**src/rtl/wdog_pkg.sv**
```systemverilog
package wdog_pkg;
  typedef enum logic [1:0] {
    CFG_TIMER  = 2'b00,
    CFG_DIV1   = 2'b01,
    CFG_DIV64  = 2'b10,
    CFG_DIV256 = 2'b11
  } wdog_cfg_e;

  function automatic logic is_wdog(wdog_cfg_e c);
    return c != CFG_TIMER;
  endfunction
endpackage

```
**src/rtl/wdog_cnt.sv**
```systemverilog
module wdog_cnt #(
  parameter int W = 8
) (
  input  logic clk_i,
  input  logic rst_ni,
  input  logic clr_i,
  input  logic inc_i,
  output logic wrap_o
);
  logic [W-1:0] cnt_q;

  always_ff @(posedge clk_i or negedge rst_ni) begin
    if (!rst_ni)       cnt_q <= '0;
    else if (clr_i)    cnt_q <= '0;
    else if (inc_i)    cnt_q <= cnt_q + 1'b1;
  end

  // clear dominates the increment
  assign wrap_o = inc_i & ~clr_i & (&cnt_q);
endmodule

```
**src/rtl/wdog_post.sv**
```systemverilog
module wdog_post
  import wdog_pkg::*;
#(
  parameter int POST_W  = 8,
  parameter int MID_LOG = 6
) (
  input  logic      clk_i,
  input  logic      rst_ni,
  input  logic      clr_i,
  input  logic      base_wrap_i,
  input  wdog_cfg_e sel_i,
  output logic      ovf_o
);
  localparam int NTAP = 4;

  logic [POST_W-1:0] pcnt_q;
  logic [NTAP-1:0]   tap;

  always_ff @(posedge clk_i or negedge rst_ni) begin
    if (!rst_ni)          pcnt_q <= '0;
    else if (clr_i)       pcnt_q <= '0;
    else if (base_wrap_i) pcnt_q <= pcnt_q + 1'b1;
  end

  assign tap[CFG_TIMER] = 1'b0;
  assign tap[CFG_DIV1]  = base_wrap_i;

  generate
    if (MID_LOG > 0) begin : g_mid
      assign tap[CFG_DIV64] = base_wrap_i & (&pcnt_q[MID_LOG-1:0]);
    end else begin : g_mid_none
      assign tap[CFG_DIV64] = base_wrap_i;
    end
  endgenerate

  assign tap[CFG_DIV256] = base_wrap_i & (&pcnt_q);
  assign ovf_o = tap[sel_i];
endmodule

```
**src/rtl/wdog_ctrl.sv**
```systemverilog
module wdog_ctrl (
  input  logic clk_i,
  input  logic rst_ni,
  input  logic dev_rst_i,
  input  logic sleep_i,
  input  logic wake_irq_i,
  input  logic clrwdt_i,
  input  logic wdog_mode_i,
  input  logic wdt_ovf_i,
  input  logic tmr_ovf_i,
  output logic asleep_o,
  output logic to_n_o,
  output logic rst_req_o
);
  logic asleep_q, to_n_q, req_q;
  logic ovf_any;

  assign ovf_any = (wdog_mode_i & wdt_ovf_i) | (~wdog_mode_i & tmr_ovf_i);

  always_ff @(posedge clk_i or negedge rst_ni) begin
    if (!rst_ni) begin
      asleep_q <= 1'b0;
      to_n_q   <= 1'b1;
      req_q    <= 1'b0;
    end else begin
      asleep_q <= (asleep_q | sleep_i) & ~(wake_irq_i | dev_rst_i);
      // flag survives device reset; only clear-watchdog restores it
      if (clrwdt_i)     to_n_q <= 1'b1;
      else if (ovf_any) to_n_q <= 1'b0;
      req_q <= wdog_mode_i & wdt_ovf_i;
    end
  end

  assign asleep_o  = asleep_q;
  assign to_n_o    = to_n_q;
  assign rst_req_o = req_q;
endmodule

```
**src/rtl/wdog_timer.sv**
```systemverilog
module wdog_timer
  import wdog_pkg::*;
#(
  parameter int BASE_W  = 12,
  parameter int TMR_W   = 16,
  parameter int POST_W  = 8,
  parameter int MID_LOG = 6
) (
  input  logic       clk_i,
  input  logic       rst_ni,
  input  logic [1:0] cfg_i,
  input  logic       osc_tick_i,
  input  logic       dev_rst_i,
  input  logic       clrwdt_i,
  input  logic       sleep_i,
  input  logic       wake_irq_i,
  output logic       to_n_o,
  output logic       rst_req_o
);
  wdog_cfg_e cfg;
  logic wdog_mode, clr, asleep;
  logic base_inc, base_wrap, wdt_ovf;
  logic tmr_inc, tmr_ovf;

  assign cfg       = wdog_cfg_e'(cfg_i);
  assign wdog_mode = is_wdog(cfg);
  assign clr       = dev_rst_i | sleep_i | clrwdt_i | wake_irq_i;
  assign base_inc  = wdog_mode & osc_tick_i;
  assign tmr_inc   = ~wdog_mode & ~asleep;

  wdog_cnt #(.W(BASE_W)) u_base (
    .clk_i (clk_i), .rst_ni(rst_ni), .clr_i(clr),
    .inc_i (base_inc), .wrap_o(base_wrap)
  );

  wdog_post #(.POST_W(POST_W), .MID_LOG(MID_LOG)) u_post (
    .clk_i (clk_i), .rst_ni(rst_ni), .clr_i(clr),
    .base_wrap_i(base_wrap), .sel_i(cfg), .ovf_o(wdt_ovf)
  );

  wdog_cnt #(.W(TMR_W)) u_tmr (
    .clk_i (clk_i), .rst_ni(rst_ni), .clr_i(clr),
    .inc_i (tmr_inc), .wrap_o(tmr_ovf)
  );

  wdog_ctrl u_ctrl (
    .clk_i      (clk_i),
    .rst_ni     (rst_ni),
    .dev_rst_i  (dev_rst_i),
    .sleep_i    (sleep_i),
    .wake_irq_i (wake_irq_i),
    .clrwdt_i   (clrwdt_i),
    .wdog_mode_i(wdog_mode),
    .wdt_ovf_i  (wdt_ovf),
    .tmr_ovf_i  (tmr_ovf),
    .asleep_o   (asleep),
    .to_n_o     (to_n_o),
    .rst_req_o  (rst_req_o)
  );
endmodule

```
**config.mk**
```make
export PLATFORM = sky130hd
export DESIGN_NAME = wdog_timer
export DESIGN_NICKNAME = d
export VERILOG_FILES = /design/src/rtl/wdog_pkg.sv /design/src/rtl/wdog_cnt.sv /design/src/rtl/wdog_post.sv /design/src/rtl/wdog_ctrl.sv /design/src/rtl/wdog_timer.sv
export SDC_FILE = /design/constraint.sdc
export NUM_CORES = 1
export LEC_CHECK = 0
export ABC_AREA = 1
export BUFFER_PORTS_ARGS = -buffer_cell sky130_fd_sc_hd__buf_2
export CORE_MARGIN = 2
export CORE_UTILIZATION = 51
export CTS_BUF_LIST = sky130_fd_sc_hd__clkbuf_4 sky130_fd_sc_hd__clkbuf_8
export CTS_CLUSTER_SIZE = 24
export DETAILED_ROUTE_END_ITERATION = 7
export GPL_TIMING_DRIVEN = 0
export PLACE_DENSITY = 0.68
export REMOVE_ABC_BUFFERS = 1
export SLEW_MARGIN = 20
export SYNTH_ARGS = -nofsm -noshare
export SYNTH_HDL_FRONTEND = slang
export SYNTH_HIERARCHICAL = 1
export SYNTH_SLANG_ARGS = --single-unit
```
**constraint.sdc**
```tcl
create_clock -name clk_i -period 2.3 [get_ports clk_i]
set_clock_uncertainty 0.2 [all_clocks]
set_input_delay 0.46 -clock clk_i [delete_from_list [all_inputs] [get_ports clk_i]]
set_output_delay 0.46 -clock clk_i [all_outputs]
set_load 0.02 [all_outputs]
```
==> results.sh, run 1 <==
export IMPL_outcome="completed"
export IMPL_die_y_um=69.2
export IMPL_ys_seq_elements=39
export IMPL_coreArea_um2=4060
export IMPL_holdBufCountCts=0
export IMPL_worstPathRequired_ps=2290
export IMPL_ys_warnings_count=6
export IMPL_dieArea_um2=4790
export IMPL_hold_class="in2async"
export IMPL_place_area_um2=2270
export IMPL_rr_worst_depth=10
export IMPL_path_depth=11
export IMPL_area_growth_pct=9.82
export IMPL_path_delay_family="simple AND/OR/NAND/NOR gates"
export IMPL_synth_top_cell_area_share_pct=43.9
export IMPL_finalMaxSlewViolations=0
export IMPL_r2r_slack_ps=320
export IMPL_crit_arrival_ps=2040
export IMPL_ir_worst_vdd_mv=0.383
export IMPL_synth_edf_count=0
export IMPL_ios=11
export IMPL_ys_types=27
export IMPL_final_antenna_net_count=0
export IMPL_layout_nets=324
export IMPL_worstMarginPinSlew_ps=850
export IMPL_drt_initial_drc_count=114
export IMPL_rr_startpoint="u_base/cnt_q[0]"
export IMPL_syn_avg_cell_area_um2=7.32
export IMPL_setup_viol_count_final=0
export IMPL_async_flop_share_pct=100
export IMPL_start_util_pct=53.4
export IMPL_fin_area_um2=2380
export IMPL_die_w_um=69.2
export IMPL_antenna_found_initial=0
export IMPL_grt_pass1_vias=1784
export IMPL_gp_congestion=0.823
export IMPL_period_share_pct=88.8
export IMPL_crit_type="in2reg"
export IMPL_first_pass_iters=4
export IMPL_io_buffers=10
export IMPL_clock_latency_ps=290
export IMPL_grt_pass1_wl_mm=7.61
export IMPL_path_cells="buf_2, nor2_1, nand2_2, nor2_1, nand3_1, nor3_4, nor2_4, nor2_4, nand3b_1, nand2_1, nor2_2"
export IMPL_vias_per_cell=5.05
export IMPL_setup_worst_path_end="u_post/pcnt_q[7]"
export IMPL_synth_area_top_cells="dfrtp_1, nand2_1, nor2_1, inv_1, a21oi_1"
export IMPL_drc=0
export IMPL_drv_cap=0
export IMPL_path_buf_inv=1
export IMPL_cp_end_kind="flop"
export IMPL_dp_hpwl_mm=2.98
export IMPL_synthFlopType="dfrtp_1"
export IMPL_cp_slowest_cell="nor2_1"
export IMPL_finalCriticalPeriod_ps=2040
export IMPL_overflow=0
export IMPL_routedWlPerCell_um=11.2
export IMPL_grt_use_total_pct=19.4
export IMPL_syn_area_um2=2170
export IMPL_drive_gt1_share_pct=13.4
export IMPL_cts_buffers=5
export IMPL_cts_tree="done"
export IMPL_clk_path_buf_depth=2
export IMPL_power_density_nw_per_um2=515
export IMPL_grt_max_degree=40
export IMPL_crit_path_max_fanout=14
export IMPL_clock_sinks=39
export IMPL_crit_path_max_incr_delay_ps=250
export IMPL_post_place_ws_ps=-502
export IMPL_clk_pin_slew_ps=80
export IMPL_maxSlewHeadroom_pct=43.3
export IMPL_grt_setup_unrepaired="no"
export IMPL_cts_htree_levels=2
export IMPL_seq_area_frac_synth_pct=45.1
export IMPL_cts_setup_buffers=0
export IMPL_synth_top_cell_by_area="dfrtp_1"
export IMPL_cts_root_buf="clkbuf_8"
export IMPL_report_final_hold_viol_count=0
export IMPL_critPathLaunchType="primary input"
export IMPL_fmax_mhz=490
export IMPL_startpoint="clrwdt_i"
export IMPL_fin_ws_ps=257
export IMPL_finalWirelength_mm=4.07
export IMPL_syn_inst=296
export IMPL_power_leakage_nw=1.10
export IMPL_row_count=23
export IMPL_rr_endpoint="u_post/pcnt_q[7]"
export IMPL_vias=1833
export IMPL_diodes=0
cells by family after synthesis:
kind of cell / count (synthesis) / synth area share (%)
flops: 39 / 45.1
simple gates: 175 / 36.7
buf+inv: 45 / 7.85
fa+ha+maj: 3 / 1.73
compound gates: 34 / 8.60
per-layer routing:
metal / wire length, um / vias to the layer above / GRT usage, % / share of wire (%)
li1: - / 972 / - / -
met1: 2170 / 819 / 28.4 / 53
met2: 1670 / 35 / 29.1 / 41
met3: 165 / 7 / 3.49 / 4.1
met4: 63 / 0 / 6.75 / 1.5
met5: 0 / - / 0 / 0
where the power goes:
part           leakage (nW)  internal (mW)  switching, mW
clock                0.0491          0.236          0.233
sequential            0.540          0.691        0.00677
combinational         0.511         0.0157         0.0416
worst reg2reg max path: cells and delay by family, from the launching register on:
kind,cells,cell delay (ps)
fa+ha+maj,1,190
flops,1,410
simple gates,9,1070
per-stage QoR:
| step | hold WS (ps) | util (%) | TNS, ps | total power, mW | cells |
|---|---|---|---|---|---|
| after floorplan | -35.6 | - | 0 | 0.738 | 295 |
| after global placement | 275 | 56.1 | -4570 | 0.768 | 355 |
| after detailed placement | 276 | 56.1 | -4090 | 0.768 | 355 |
| after CTS | 99.7 | 58.4 | 0 | 1.24 | 363 |
| after global routing | 139 | 58.6 | 0 | 1.28 | 363 |
| final | 71.4 | 58.6 | 0 | 1.22 | 363 |
how the worst min path moves through the flow:
stage | start | end | depth (start not counted)
floorplan | rst_ni | u_base/cnt_q[0] | 0
global placement | u_ctrl/to_n_o | u_ctrl/to_n_o | 2
detailed placement | u_ctrl/to_n_o | u_ctrl/to_n_o | 2
CTS | rst_ni | u_post/pcnt_q[0] | 1
global route | dev_rst_i | u_ctrl/asleep_o | 2
finish | rst_ni | u_post/pcnt_q[0] | 1
Yosys cell counts (2+ instances only):
cell type / n
nand2_1: 75
nor2_1: 48
inv_1: 41
dfrtp_1: 38
a21oi_1: 18
nand3_1: 15
nor3_1: 11
o21ai_0: 9
nor2_2: 6
nor2_4: 5
nand4_1: 4
ha_1: 3
nand2_2: 3
nand3_2: 3
nor3b_1: 3
inv_2: 2
o21bai_1: 2
cell type report:
class                           count  area [um2]
Clock buffer                        7        83.8
Timing Repair Buffer               10        50.0
Multi-Input combinational cell    212        1040
Sequential cell                    39         977
Tap cell                           50        62.6
Fill cell                         386        1680
Clock inverter                      1        5.00
Inverter                           44         165
cells in the final DEF, fill, tap and decap left out, types with 2 or more instances in the layout:
cell,n
nand4_1,4
clkbuf_4,2
nor2_2,7
nand2_2,4
clkbuf_8,5
nand3_2,3
nand2_1,74
nor3b_1,3
nor2_4,5
nand3_1,15
inv_1,41
o21bai_1,2
ha_1,3
inv_2,2
a21oi_1,18
buf_2,10
o21ai_0,9
nor2_1,47
dfrtp_1,38
nor3_1,10
sequential cells by signal, indices dropped and copies added, names as in the netlist:
| name | cells |
|---|---|
| u_ctrl/asleep_o | 1 |
| u_tmr/cnt_q | 16 |
| u_ctrl/rst_req_o | 1 |
| u_ctrl/to_n_o | 1 |
| u_post/pcnt_q | 8 |
| u_base/cnt_q | 12 |
timing repair:
item,4_1_cts,5_1_grt
resized for setup,1,3
setup endpoints to repair,9,9
gates cloned,0,0
(Power assumes the default switching activity.)
==> run 2, diff against run 1 <==
--- a/config.mk
+++ b/config.mk
@@ -7,13 +7,15 @@
 export LEC_CHECK = 0
 export ABC_AREA = 1
 export BUFFER_PORTS_ARGS = -buffer_cell sky130_fd_sc_hd__buf_2
+export CELL_PAD_IN_SITES_DETAIL_PLACEMENT = 2
+export CELL_PAD_IN_SITES_GLOBAL_PLACEMENT = 2
 export CORE_MARGIN = 2
-export CORE_UTILIZATION = 51
+export CORE_UTILIZATION = 37
 export CTS_BUF_LIST = sky130_fd_sc_hd__clkbuf_4 sky130_fd_sc_hd__clkbuf_8
 export CTS_CLUSTER_SIZE = 24
 export DETAILED_ROUTE_END_ITERATION = 7
 export GPL_TIMING_DRIVEN = 0
-export PLACE_DENSITY = 0.68
+export PLACE_DENSITY_LB_ADDON = 0.1
 export REMOVE_ABC_BUFFERS = 1
 export SLEW_MARGIN = 20
 export SYNTH_ARGS = -nofsm -noshare
==> run 2 against run 1 <==
Against the previous run:
- critical path depth is the same
- hold slack better by 27 ps
- flip-flop and latch count unchanged
- die area up 35%
- power up 2.0%
- critical endpoint unchanged
==> results.sh, run 2 (synthesis gave the netlist of run 1 again) <==
export IMPL_cts_buffers=5
export IMPL_cp_end_kind="flop"
export IMPL_diodes=0
export IMPL_io_buffers=10
export IMPL_dieArea_um2=6490
export IMPL_ir_worst_vdd_mv=0.252
export IMPL_area_growth_pct=11.3
export IMPL_clk_path_buf_depth=2
export IMPL_coreArea_um2=5570
export IMPL_power_leakage_nw=1.11
export IMPL_grt_use_total_pct=20.9
export IMPL_overflow=0
export IMPL_finalSetupTns_ps=0
export IMPL_cts_root_buf="clkbuf_8"
export IMPL_crit_path_max_fanout=6
export IMPL_fin_ws_ps=186
export IMPL_row_count=27
export IMPL_placedCellCount=377
export IMPL_ios=11
export IMPL_post_place_ws_ps=-741
export IMPL_cts_tree="done"
export IMPL_path_buf_inv=1
export IMPL_drv_cap=0
export IMPL_vias_per_cell=5.20
export IMPL_worstPathRequired_ps=2330
export IMPL_finalCriticalPeriod_ps=2110
export IMPL_finalMaxSlewViolations=0
export IMPL_largest_register="u_tmr/cnt_q"
export IMPL_grt_max_degree=40
export IMPL_outcome="completed"
export IMPL_final_common_cell="nand2_1"
export IMPL_die_y_um=80.5
export IMPL_fin_util_pct=43.3
export IMPL_start_util_pct=38.9
export IMPL_crit_arrival_ps=2150
export IMPL_worstMarginPinSlew_ps=932
export IMPL_fmax_mhz=473
export IMPL_path_cells="ha_1, nand2_1, nor2_1, nand3_1, nor3_4, nor2_4, nor2_4, nand3_2, nand2_1, inv_1, nor2_2"
export IMPL_power_mw=1.25
export IMPL_clock_latency_ps=290
export IMPL_cts_htree_levels=2
export IMPL_fillers=696
export IMPL_first_pass_iters=4
export IMPL_clk_pin_slew_ps=80
export IMPL_dp_hpwl_mm=4.42
export IMPL_cp_slowest_cell="dfrtp_1"
export IMPL_path_delay_family="simple AND/OR/NAND/NOR gates"
export IMPL_routedWlPerCell_um=15.8
export IMPL_vias=2003
export IMPL_top_regs="u_tmr/cnt_q: 16 flops, u_base/cnt_q: 12 flops, u_post/pcnt_q: 8 flops"
export IMPL_drt_initial_drc_count=49
export IMPL_layout_nets=324
export IMPL_crit_path_max_incr_delay_ps=430
export IMPL_crit_type="reg2reg"
export IMPL_holdBufCountCts=0
export IMPL_drive_gt1_share_pct=13.4
export IMPL_maxSlewHeadroom_pct=37.9
export IMPL_setup_viol_count_final=0
export IMPL_report_final_hold_viol_count=0
export IMPL_largest_register_ffs=16
export IMPL_antenna_found_initial=0
export IMPL_finalNonFillerCells=385
export IMPL_drc=0
export IMPL_grt_setup_unrepaired="no"
export IMPL_clock_sinks=39
export IMPL_final_antenna_net_count=0
export IMPL_gp_congestion=0.748
export IMPL_grt_pass1_vias=2179
export IMPL_critPathLaunchType="flop"
export IMPL_grt_pass1_wl_mm=10.3
export IMPL_hold_class="in2async"
export IMPL_power_density_nw_per_um2=518
export IMPL_finalWirelength_mm=6.07
export IMPL_final_cell_mix="nand2_1, nor2_1, inv_1"
export IMPL_die_w_um=80.5
export IMPL_period_share_pct=91.9
run 2: changes by cell type in the layout (fill, tap and decap cells not counted):
| cell | previous run | this run |
|---|---|---|
| nand2_2 | 4 | 3 |
| nand2_4 | 0 | 1 |
run 2: cell type report:
| type | instances | area (um2) | share of cell area (%) |
|---|---|---|---|
| Clock inverter | 1 | 5.00 | 0.207 |
| Tap cell | 72 | 90.1 | 3.73 |
| Multi-Input combinational cell | 212 | 1040 | 43.2 |
| Inverter | 44 | 165 | 6.85 |
| Sequential cell | 39 | 977 | 40.5 |
| Timing Repair Buffer | 10 | 50.0 | 2.07 |
| Clock buffer | 7 | 83.8 | 3.48 |
run 2: per-layer routing:
metal	track usage, %	vias up	share of wire, %
met5	0	-	0
met4	5.59	0	0.96
met3	3.71	5	1.6
met2	35.8	9	49
met1	27.0	1019	48
li1	-	970	-
run 2: stage by stage:
step / hold slack (ps) / area, um2
floorplan: -35.6 / 2160
global route: 130 / 2410
CTS: 117 / 2400
detailed placement: 288 / 2300
finish: 98.7 / 2410
global placement: 277 / 2300
run 2: where the power goes:
part	internal (mW)	total, mW	leakage [nW]	switching (mW)
Clock	0.237	0.488	0.0491	0.251
Sequential	0.691	0.698	0.540	0.00753
Combinational	0.0157	0.0632	0.520	0.0474
Total	0.943	1.25	1.11	0.306
run 2: worst reg2reg max path, stage by stage, from the launching register on:
cell and delay [ps]:
dfrtp_1 430, ha_1 210, nand2_1 90, nor2_1 160
nand3_1 160, nor3_4 270, nor2_4 90, nor2_4 190
nand3_2 80, nand2_1 60, inv_1 40, nor2_2 70
run 2: path summary, 6_finish.rpt:
kind                                 start                to  slack, ps  cells past startpoint
max                        u_base/cnt_q[0]  u_post/pcnt_q[7]        190                     11
min in group clk_i              wake_irq_i   u_ctrl/asleep_o        140                      2
max reg2reg                u_base/cnt_q[0]  u_post/pcnt_q[7]        190                     11
max in group asynchronous           rst_ni    u_tmr/cnt_q[6]       1210                      1
min                                 rst_ni   u_base/cnt_q[3]        100                      1
min reg2reg                  u_ctrl/to_n_o     u_ctrl/to_n_o        300                      2
run 2: what timing repair did:
item | in CTS | in global routing
resized for setup | 2 | 3
buffers inserted | 0 | 0
endpoints found under the setup margin | 10 | 7
